<file path="config.mk">
export PLATFORM = sky130hd
export DESIGN_NAME = route_lookup_engine
export DESIGN_NICKNAME = d
export VERILOG_FILES = /design/src/rtl/rl_pkg.sv /design/src/rtl/rl_entry_decode.sv /design/src/rtl/rl_addr_gen.sv /design/src/rtl/rl_result_hold.sv /design/src/rtl/route_lookup_engine.sv
export SDC_FILE = /design/constraint.sdc
export NUM_CORES = 1
export LEC_CHECK = 0
export CELL_PAD_IN_SITES_DETAIL_PLACEMENT = 1
export CELL_PAD_IN_SITES_GLOBAL_PLACEMENT = 1
export CORE_ASPECT_RATIO = 1.5
export CORE_UTILIZATION = 30
export CTS_CLUSTER_DIAMETER = 120
export DETAILED_ROUTE_END_ITERATION = 10
export PLACE_DENSITY_LB_ADDON = 0.1
export SLEW_MARGIN = 15
export SYNTH_ARGS = -nofsm -noshare
export SYNTH_HDL_FRONTEND = slang
export SYNTH_SLANG_ARGS = --single-unit
</file>
<file path="constraint.sdc">
create_clock -name clk -period 2.75 [get_ports clk]
set_clock_uncertainty 0.2 [all_clocks]
set_input_delay 0.55 -clock clk [delete_from_list [all_inputs] [get_ports clk]]
set_output_delay 0.55 -clock clk [all_outputs]
set_load 0.02 [all_outputs]
</file>
<file path="src/rtl/rl_pkg.sv">
package rl_pkg;
  localparam int ENTRY_W = 32;
  localparam int LEN_W   = 5;
  localparam int IDX_W   = 26;
  localparam int BLK_W   = 8;
  localparam int ADDR_W  = 32;
  localparam int L2_AW   = IDX_W + BLK_W;

  typedef struct packed {
    logic             ptr;
    logic [LEN_W-1:0] len;
    logic [IDX_W-1:0] idx;
  } rl_entry_t;

  typedef enum logic [2:0] {
    S_IDLE  = 3'd0,
    S_REQ1  = 3'd1,
    S_WAIT1 = 3'd2,
    S_REQ2  = 3'd3,
    S_WAIT2 = 3'd4,
    S_DONE  = 3'd5
  } rl_state_e;
endpackage

</file>
<file path="src/rtl/rl_entry_decode.sv">
module rl_entry_decode
  import rl_pkg::*;
#(
  parameter int LEVEL = 1
) (
  input  logic [ENTRY_W-1:0] word,
  output logic               is_ptr,
  output logic               is_empty,
  output logic [LEN_W-1:0]   len,
  output logic [IDX_W-1:0]   idx
);
  rl_entry_t fld;
  assign fld    = rl_entry_t'(word);
  assign len    = fld.len;
  assign idx    = fld.idx;
  // only the first level may redirect; the second level is always final
  assign is_ptr = fld.ptr & (LEVEL == 1);

  generate
    if (LEVEL == 1) begin : g_first
      assign is_empty = (word == '0);
    end else begin : g_second
      assign is_empty = ({fld.len, fld.idx} == '0);
    end
  endgenerate
endmodule

</file>
<file path="src/rtl/rl_addr_gen.sv">
module rl_addr_gen
  import rl_pkg::*;
#(
  parameter int L1_BITS = 24
) (
  input  logic [ADDR_W-1:0] dst,
  input  logic [IDX_W-1:0]  blk,
  output logic [L2_AW-1:0]  l1_addr,
  output logic [L2_AW-1:0]  l2_addr
);
  localparam int SHIFT = ADDR_W - L1_BITS;
  localparam int PAD   = L2_AW - ADDR_W;

  logic [ADDR_W-1:0] top_bits;
  assign top_bits = dst >> SHIFT;
  assign l1_addr  = {{PAD{1'b0}}, top_bits};
  assign l2_addr  = {blk, dst[BLK_W-1:0]};
endmodule

</file>
<file path="src/rtl/rl_result_hold.sv">
module rl_result_hold
  import rl_pkg::*;
(
  input  logic             clk,
  input  logic             rst_n,
  input  logic             load,
  input  logic             hit_in,
  input  logic [LEN_W-1:0] len_in,
  input  logic [IDX_W-1:0] nh_in,
  output logic             hit_q,
  output logic [LEN_W-1:0] len_q,
  output logic [IDX_W-1:0] nh_q
);
  always_ff @(posedge clk) begin
    if (!rst_n) begin
      hit_q <= 1'b0;
      len_q <= '0;
      nh_q  <= '0;
    end else if (load) begin
      hit_q <= hit_in;
      len_q <= len_in;
      nh_q  <= nh_in;
    end
  end
endmodule

</file>
<file path="src/rtl/route_lookup_engine.sv">
module route_lookup_engine
  import rl_pkg::*;
#(
  parameter int L1_BITS = 24
) (
  input  logic                clk,
  input  logic                rst_n,
  input  logic                in_valid,
  output logic                in_ready,
  input  logic [ADDR_W-1:0]   in_addr,
  output logic                mem_req_valid,
  input  logic                mem_req_ready,
  output logic                mem_req_sel,
  output logic [L2_AW-1:0]    mem_req_addr,
  input  logic                mem_rsp_valid,
  input  logic [ENTRY_W-1:0]  mem_rsp_data,
  output logic                out_valid,
  input  logic                out_ready,
  output logic                out_hit,
  output logic [LEN_W-1:0]    out_len,
  output logic [IDX_W-1:0]    out_nexthop
);
  rl_state_e         state_q, state_d;
  logic [ADDR_W-1:0] dst_q;
  logic [IDX_W-1:0]  blk_q;
  logic              blk_load;
  logic              res_load, res_hit;
  logic [LEN_W-1:0]  res_len;
  logic [IDX_W-1:0]  res_nh;

  logic              f_ptr, f_empty, s_ptr, s_empty;
  logic [LEN_W-1:0]  f_len, s_len;
  logic [IDX_W-1:0]  f_idx, s_idx;
  logic [L2_AW-1:0]  l1_addr, l2_addr;

  rl_entry_decode #(.LEVEL(1)) u_dec_first (
    .word(mem_rsp_data), .is_ptr(f_ptr), .is_empty(f_empty),
    .len(f_len), .idx(f_idx)
  );

  rl_entry_decode #(.LEVEL(2)) u_dec_second (
    .word(mem_rsp_data), .is_ptr(s_ptr), .is_empty(s_empty),
    .len(s_len), .idx(s_idx)
  );

  rl_addr_gen #(.L1_BITS(L1_BITS)) u_addr (
    .dst(dst_q), .blk(blk_q), .l1_addr(l1_addr), .l2_addr(l2_addr)
  );

  always_comb begin
    state_d  = state_q;
    blk_load = 1'b0;
    res_load = 1'b0;
    res_hit  = 1'b0;
    res_len  = '0;
    res_nh   = '0;
    unique case (state_q)
      S_IDLE:  if (in_valid) state_d = S_REQ1;
      S_REQ1:  if (mem_req_ready) state_d = S_WAIT1;
      S_WAIT1: begin
        if (mem_rsp_valid) begin
          if (f_empty) begin
            res_load = 1'b1;
            state_d  = S_DONE;
          end else if (f_ptr) begin
            blk_load = 1'b1;
            state_d  = S_REQ2;
          end else begin
            res_load = 1'b1;
            res_hit  = 1'b1;
            res_len  = f_len;
            res_nh   = f_idx;
            state_d  = S_DONE;
          end
        end
      end
      S_REQ2:  if (mem_req_ready) state_d = S_WAIT2;
      S_WAIT2: begin
        if (mem_rsp_valid) begin
          res_load = 1'b1;
          state_d  = S_DONE;
          if (!s_empty && !s_ptr) begin
            res_hit = 1'b1;
            res_len = s_len;
            res_nh  = s_idx;
          end
        end
      end
      S_DONE:  if (out_ready) state_d = S_IDLE;
      default: state_d = S_IDLE;
    endcase
  end

  always_ff @(posedge clk) begin
    if (!rst_n) begin
      state_q <= S_IDLE;
      dst_q   <= '0;
      blk_q   <= '0;
    end else begin
      state_q <= state_d;
      if (state_q == S_IDLE && in_valid) dst_q <= in_addr;
      if (blk_load) blk_q <= f_idx;
    end
  end

  rl_result_hold u_hold (
    .clk(clk), .rst_n(rst_n), .load(res_load),
    .hit_in(res_hit), .len_in(res_len), .nh_in(res_nh),
    .hit_q(out_hit), .len_q(out_len), .nh_q(out_nexthop)
  );

  assign in_ready      = (state_q == S_IDLE);
  assign mem_req_valid = (state_q == S_REQ1) || (state_q == S_REQ2);
  assign mem_req_sel   = (state_q == S_REQ2);
  assign mem_req_addr  = mem_req_sel ? l2_addr : l1_addr;
  assign out_valid     = (state_q == S_DONE);
endmodule

</file>
== Word level (Yosys, flattened, before mapping) ==
Cells that the tools add are included.

* Output and inout bits: 70
* Bits in registers: 93
* Bits of input ports: 70
* Logic and storage cells: 59

* Reductions and logical operators: 6
* Mux-type cells: 36
* Equality and inequality tests: 11

{| class="wikitable"
|+ Operator list
! operator !! count
|-
| $mux 26 || 5
|-
| $pmux 26 s2 || 1
|-
| $mux 34 || 1
|-
| $logic_not 32->1 || 1
|-
| $logic_not 31->1 || 1
|-
| $mux 5 || 5
|-
| $mux 3 || 8
|-
| $pmux 3 s6 || 1
|-
| $mux 1 || 12
|-
| $ne 2x2->1 const B || 5
|-
| $pmux 5 s2 || 1
|-
| $eq 3x2->1 const B || 2
|-
| $eq 3x3->1 const B || 2
|-
| $reduce_and 6->1 || 1
|-
| $pmux 1 s2 || 2
|-
| $eq 3x1->1 const B || 1
|-
| $logic_not 3->1 || 1
|-
| $ne 2x1->1 const B || 1
|-
| $logic_and 1x1->1 || 1
|-
| $logic_or 1x1->1 || 1
|}

== Depth between registers and ports, before layout ==
* Word-level depth: 4
* Gate-level depth with buffers: 7
* Depth with buffers taken out: 5

== Hierarchy ==
From an unflattened synthesis, not the netlist that was laid out.

* Cell total of the unflattened synthesis: 632
* Area total of the unflattened synthesis: 5,746.8 um^2

{| class="wikitable"
|+ By module, submodules not included
! module !! times used !! cells each !! sequential area each (um^2) !! area an instance (um^2)
|-
| route_lookup_engine || 1 || 373 || 1,221.2 || 3,360.7
|-
| rl_result_hold || 1 || 103 || 640.6 || 1,243.7
|-
| rl_addr_gen || 1 || 69 || 0.0 || 514.2
|-
| rl_entry_decode (u_dec_second) || 1 || 44 || 0.0 || 315.3
|-
| rl_entry_decode (u_dec_first) || 1 || 43 || 0.0 || 312.8
|}

== Worst setup path after synthesis ==
Ideal clock, no wire load.

* Path kind: flip-flop to output port
* Start: register state_q[2]
* End: output port mem_req_addr[15]
* Data arrival time: 1.511 ns
* Cell stages (with the launch flop): 7
* Path slack: 0.489 ns
* Path buffers: 2
* Data required time: 2.000 ns
* Path through: dfxtp_1 > buf_6 > nor2_1 > nand2_2 > inv_2 > buf_4 > mux2_2

* Word-level cells in the longest chain between the ends: 2

{| class="wikitable"
|+ RTL lines
! item !! RTL line !! source
|-
| from (decl) || route_lookup_engine.sv:23 || <nowiki>rl_state_e state_q, state_d;</nowiki>
|-
| from (signal assigned) || route_lookup_engine.sv:100 || <nowiki>state_q <= state_d;</nowiki>
|-
| $eq 3x2->1 || route_lookup_engine.sv:114 || <nowiki>assign mem_req_sel = (state_q == S_REQ2);</nowiki>
|-
| via mem_req_sel || route_lookup_engine.sv:13 || <nowiki>output logic mem_req_sel,</nowiki>
|-
| $mux 34 || route_lookup_engine.sv:115 || <nowiki>assign mem_req_addr = mem_req_sel ? l2_addr : l1_addr;</nowiki>
|-
| to (decl) || route_lookup_engine.sv:14 || <nowiki>output logic [L2_AW-1:0] mem_req_addr,</nowiki>
|}

The timed path passes the listed nets, and every way through them passes these cells.

== Worst setup path after layout ==
* Start: register state_q[0]
* End: output port mem_req_addr[24]

* Word-level cells in the longest chain between the ends: 2

{| class="wikitable"
|+ RTL lines
! item !! RTL line
|-
| $eq 3x2->1 || route_lookup_engine.sv:114
|-
| $mux 34 || route_lookup_engine.sv:115
|}

Every way passes these cells.

==> metrics.cfg <==
[min_path]
min_to=u_hold.nh_q[8]$_SDFFE_PN0P_
whs_path_depth=2
min_path_type=flip-flop to flip-flop
worstHoldStart=u_hold.nh_q[8]$_SDFFE_PN0P_

[global_routing]
grt_pass1_vias=3862
grt_pass1_wl_um=19980
grtUsageTotal_pct=19.23
overflow=0
grt_max_degree=37
antenna_found_initial=0

[cells_and_area]
utilization_pct=45.28
antenna_cells=0
layout-drive-gt1-share_pct=9.967
area_growth_pct=47.01
n_fill_cell=1527
num-nets-final=677

[status]
run_status=completed

[synth]
syn_nets=546
yosysSeqAreaShare_pct=46.66
syn-mean-instance-area_um2=8.383
netlist.area_leader.share_pct=46.66
netlist_instances=476
ys_top_cells_by_area=dfxtp_1, nand2_1, a21boi_0
synth_area_leader_cell=dfxtp_1
synth_area_um2=3990
yosysUniqueCellTypes=33
ys_seq_elements=93
ys_warn_count=0

[sta]
setup_ws_ns=0.1022
hold_viol=0
setup_viol=0
clock.fmax_ghz=0.3777
finalCritPeriodShare_pct=96.28
tightest_slew_ns=0.5855
tns_ns=0
grt_setup_unrepaired=no
timing.final.crit_period_ns=2.648
slew_headroom_pct=60.97
drv_slew=0

[drt]
wl_per_cell_um=16.14
first_pass_iters=4
avgViaCountPerCell=4.794
first_iter_violations=103
drt-total-wl_um=12440
ant_nets=0
vias=3696
drc=0

[critical_path]
rrSetupSlack_ns=0.84
required_ns=2.00
worstPathCellList=inv_1, nor2_1, buf_4, and3_1, clkdlybuf4s50_1
r2r-end=state_q[0]$_SDFFE_PN0P_
critPathCaptureType=output port
crit_fanout=11
max_stage_delay_ns=0.61
cp-start-kind=flip-flop
r2r_start=state_q[1]$_SDFFE_PN0P_
r2r_cells=5
path_class=flip-flop to output port
crit_path_top_delay_cell=clkdlybuf4s50_1
worstPathArrival_ns=1.90

[power]
leakagePower_nw=2.185
irDropWorstVdd_mv=0.2938
power_density_nw_per_um2=579.4

[clock_network]
clock_sinks=93
ctsHoldBuffers=0
cts.path.max_buffers=2
clk_latency_ns=0.33
cts.clk_slew.worst_paths_ns=0.07
cts_setup_buffers=0
cts_root_buffer=clkbuf_16
cts_tree=done
cts_made_buffers=9
htree_levels=3

[floorplanning]
core_area_um2=12950
die_w_um=96.17
fp.dieH_um=143.2
start_util_pct=30.80
rows=51
ios=140
die-area_um2=13780

[placement]
place.gp.congestion=0.7389
pre_cts_slack_ns=0.1129
detailed_place_hpwl_um=9110
port_buffers=139

[flow_run]
max_cap_viol_count=0

[layout make-up]
type | instances | area, um^2 | area share [%]
multi-input combinational | 347 | 1964 | 33.49
sequential | 93 | 1862 | 31.74
timing repair buffer | 154 | 1494 | 25.47
clock buffer | 10 | 239.0 | 4.074
tap | 159 | 198.9 | 3.392
clock inverter | 6 | 92.59 | 1.578
inverter | 2 | 15.01 | 0.2560
[Yosys cell counts (all sizes together)]
cell and n:
nand4 3, a21boi 90, a211oi 1, and2 1
dfxtp 93, or4b 1, mux2 24, a31oi 1
inv 2, nand2 184, nor2 5, o31a 1
and4 1, clkbuf 17, nand2b 1, xnor2 1
nor3b 2, buf 17, o21ai 3, and3 10
nor2b 2, nor3 3, o21a 2, nor4 8
nand3b 1, o41ai 1, and3b 1
[cells in the final DEF, fill, tap and decap left out, types with 3 or more instances in the layout]
cell type,n
a21boi_0,78
a21boi_1,12
and3_1,10
buf_4,13
clkbuf_16,9
clkdlybuf4s50_1,114
dfxtp_1,93
dlygate4sd2_1,24
mux2_2,24
nand2_1,183
nand4_1,3
nor2_1,5
nor3_1,3
nor4_1,8
[timing repair]
| action | CTS | global route |
|---|---|---|
| resized for setup | 27 | 0 |
| endpoints found under the hold margin | 0 | 0 |
| setup endpoints to repair | 25 | 0 |
[power by group]
group | internal [mW] | switching (mW) | total, mW
clock | 0.829 | 0.554 | 1.38
sequential | 1.41 | 0.0329 | 1.44
combinational | 0.273 | 0.301 | 0.574
total | 2.51 | 0.887 | 3.40
[worst max-delay path, delay by kind of cell (launching register included)]
kind / cells / cell delay [ns]
AND/OR/NAND/NOR: 2 / 0.36
flip-flops: 1 / 0.32
buffers and inverters: 3 / 0.87
[flip-flops by register name, summed over array words and instances (netlist names)]
| name | flops |
|---|---|
| blk_q | 26 |
| u_hold.hit_q | 1 |
| u_hold.nh_q | 26 |
| u_hold.len_q | 5 |
| dst_q | 32 |
| state_q | 3 |
[cell families (layout without fill, tap and decap cells)]
group                  Yosys count  count (layout)  synth area share (%)
AND/OR/NAND/NOR                223             223                 23.49
buffers and inverters           36             172                 4.202
flip-flops                      93              93                 46.66
AO/OA/AOI/OAI                   99              99                 18.66
XOR/XNOR                         1               1                0.2195
multiplexers                    24              24                 6.773
[per-layer routing]
layer / global-route usage, % / up-vias / share of wire [%]
li1: - / 1840 / -
met1: 22.56 / 1753 / 43
met2: 33.82 / 89 / 50
met3: 3.781 / 14 / 4.8
met4: 7.148 / 0 / 1.7
met5: 0 / - / 0
[stage by stage]
step | area, um^2 | std cells | total power [mW] | hold slack [ns]
floorplan | 3990 | 476 | 1.776 | 0.2390
global placement | 5557 | 755 | 2.068 | 0.2414
detailed placement | 5557 | 755 | 2.079 | 0.2536
CTS | 5866 | 771 | 3.452 | 0.2635
global route | 5866 | 771 | 3.558 | 0.2763
finish | 5866 | 771 | 3.398 | 0.2570
[worst max-delay path by stage]
stage / startpoint / endpoint / slack, ns / depth (start not counted)
2_1_floorplan: state_q[2]$_SDFFE_PN0P_ / mem_req_addr[15] / 0.49 / 6
3_3_place_gp: state_q[0]$_SDFFE_PN0P_ / mem_req_addr[20] / 0.15 / 6
3_5_place_dp: state_q[0]$_SDFFE_PN0P_ / mem_req_addr[16] / 0.11 / 6
4_1_cts: state_q[0]$_SDFFE_PN0P_ / mem_req_addr[24] / 0.07 / 5
5_1_grt: state_q[0]$_SDFFE_PN0P_ / mem_req_addr[24] / 0.008 / 5
6_report: state_q[0]$_SDFFE_PN0P_ / mem_req_addr[24] / 0.10 / 5
No activity file was read; power rests on OpenSTA's default activity.
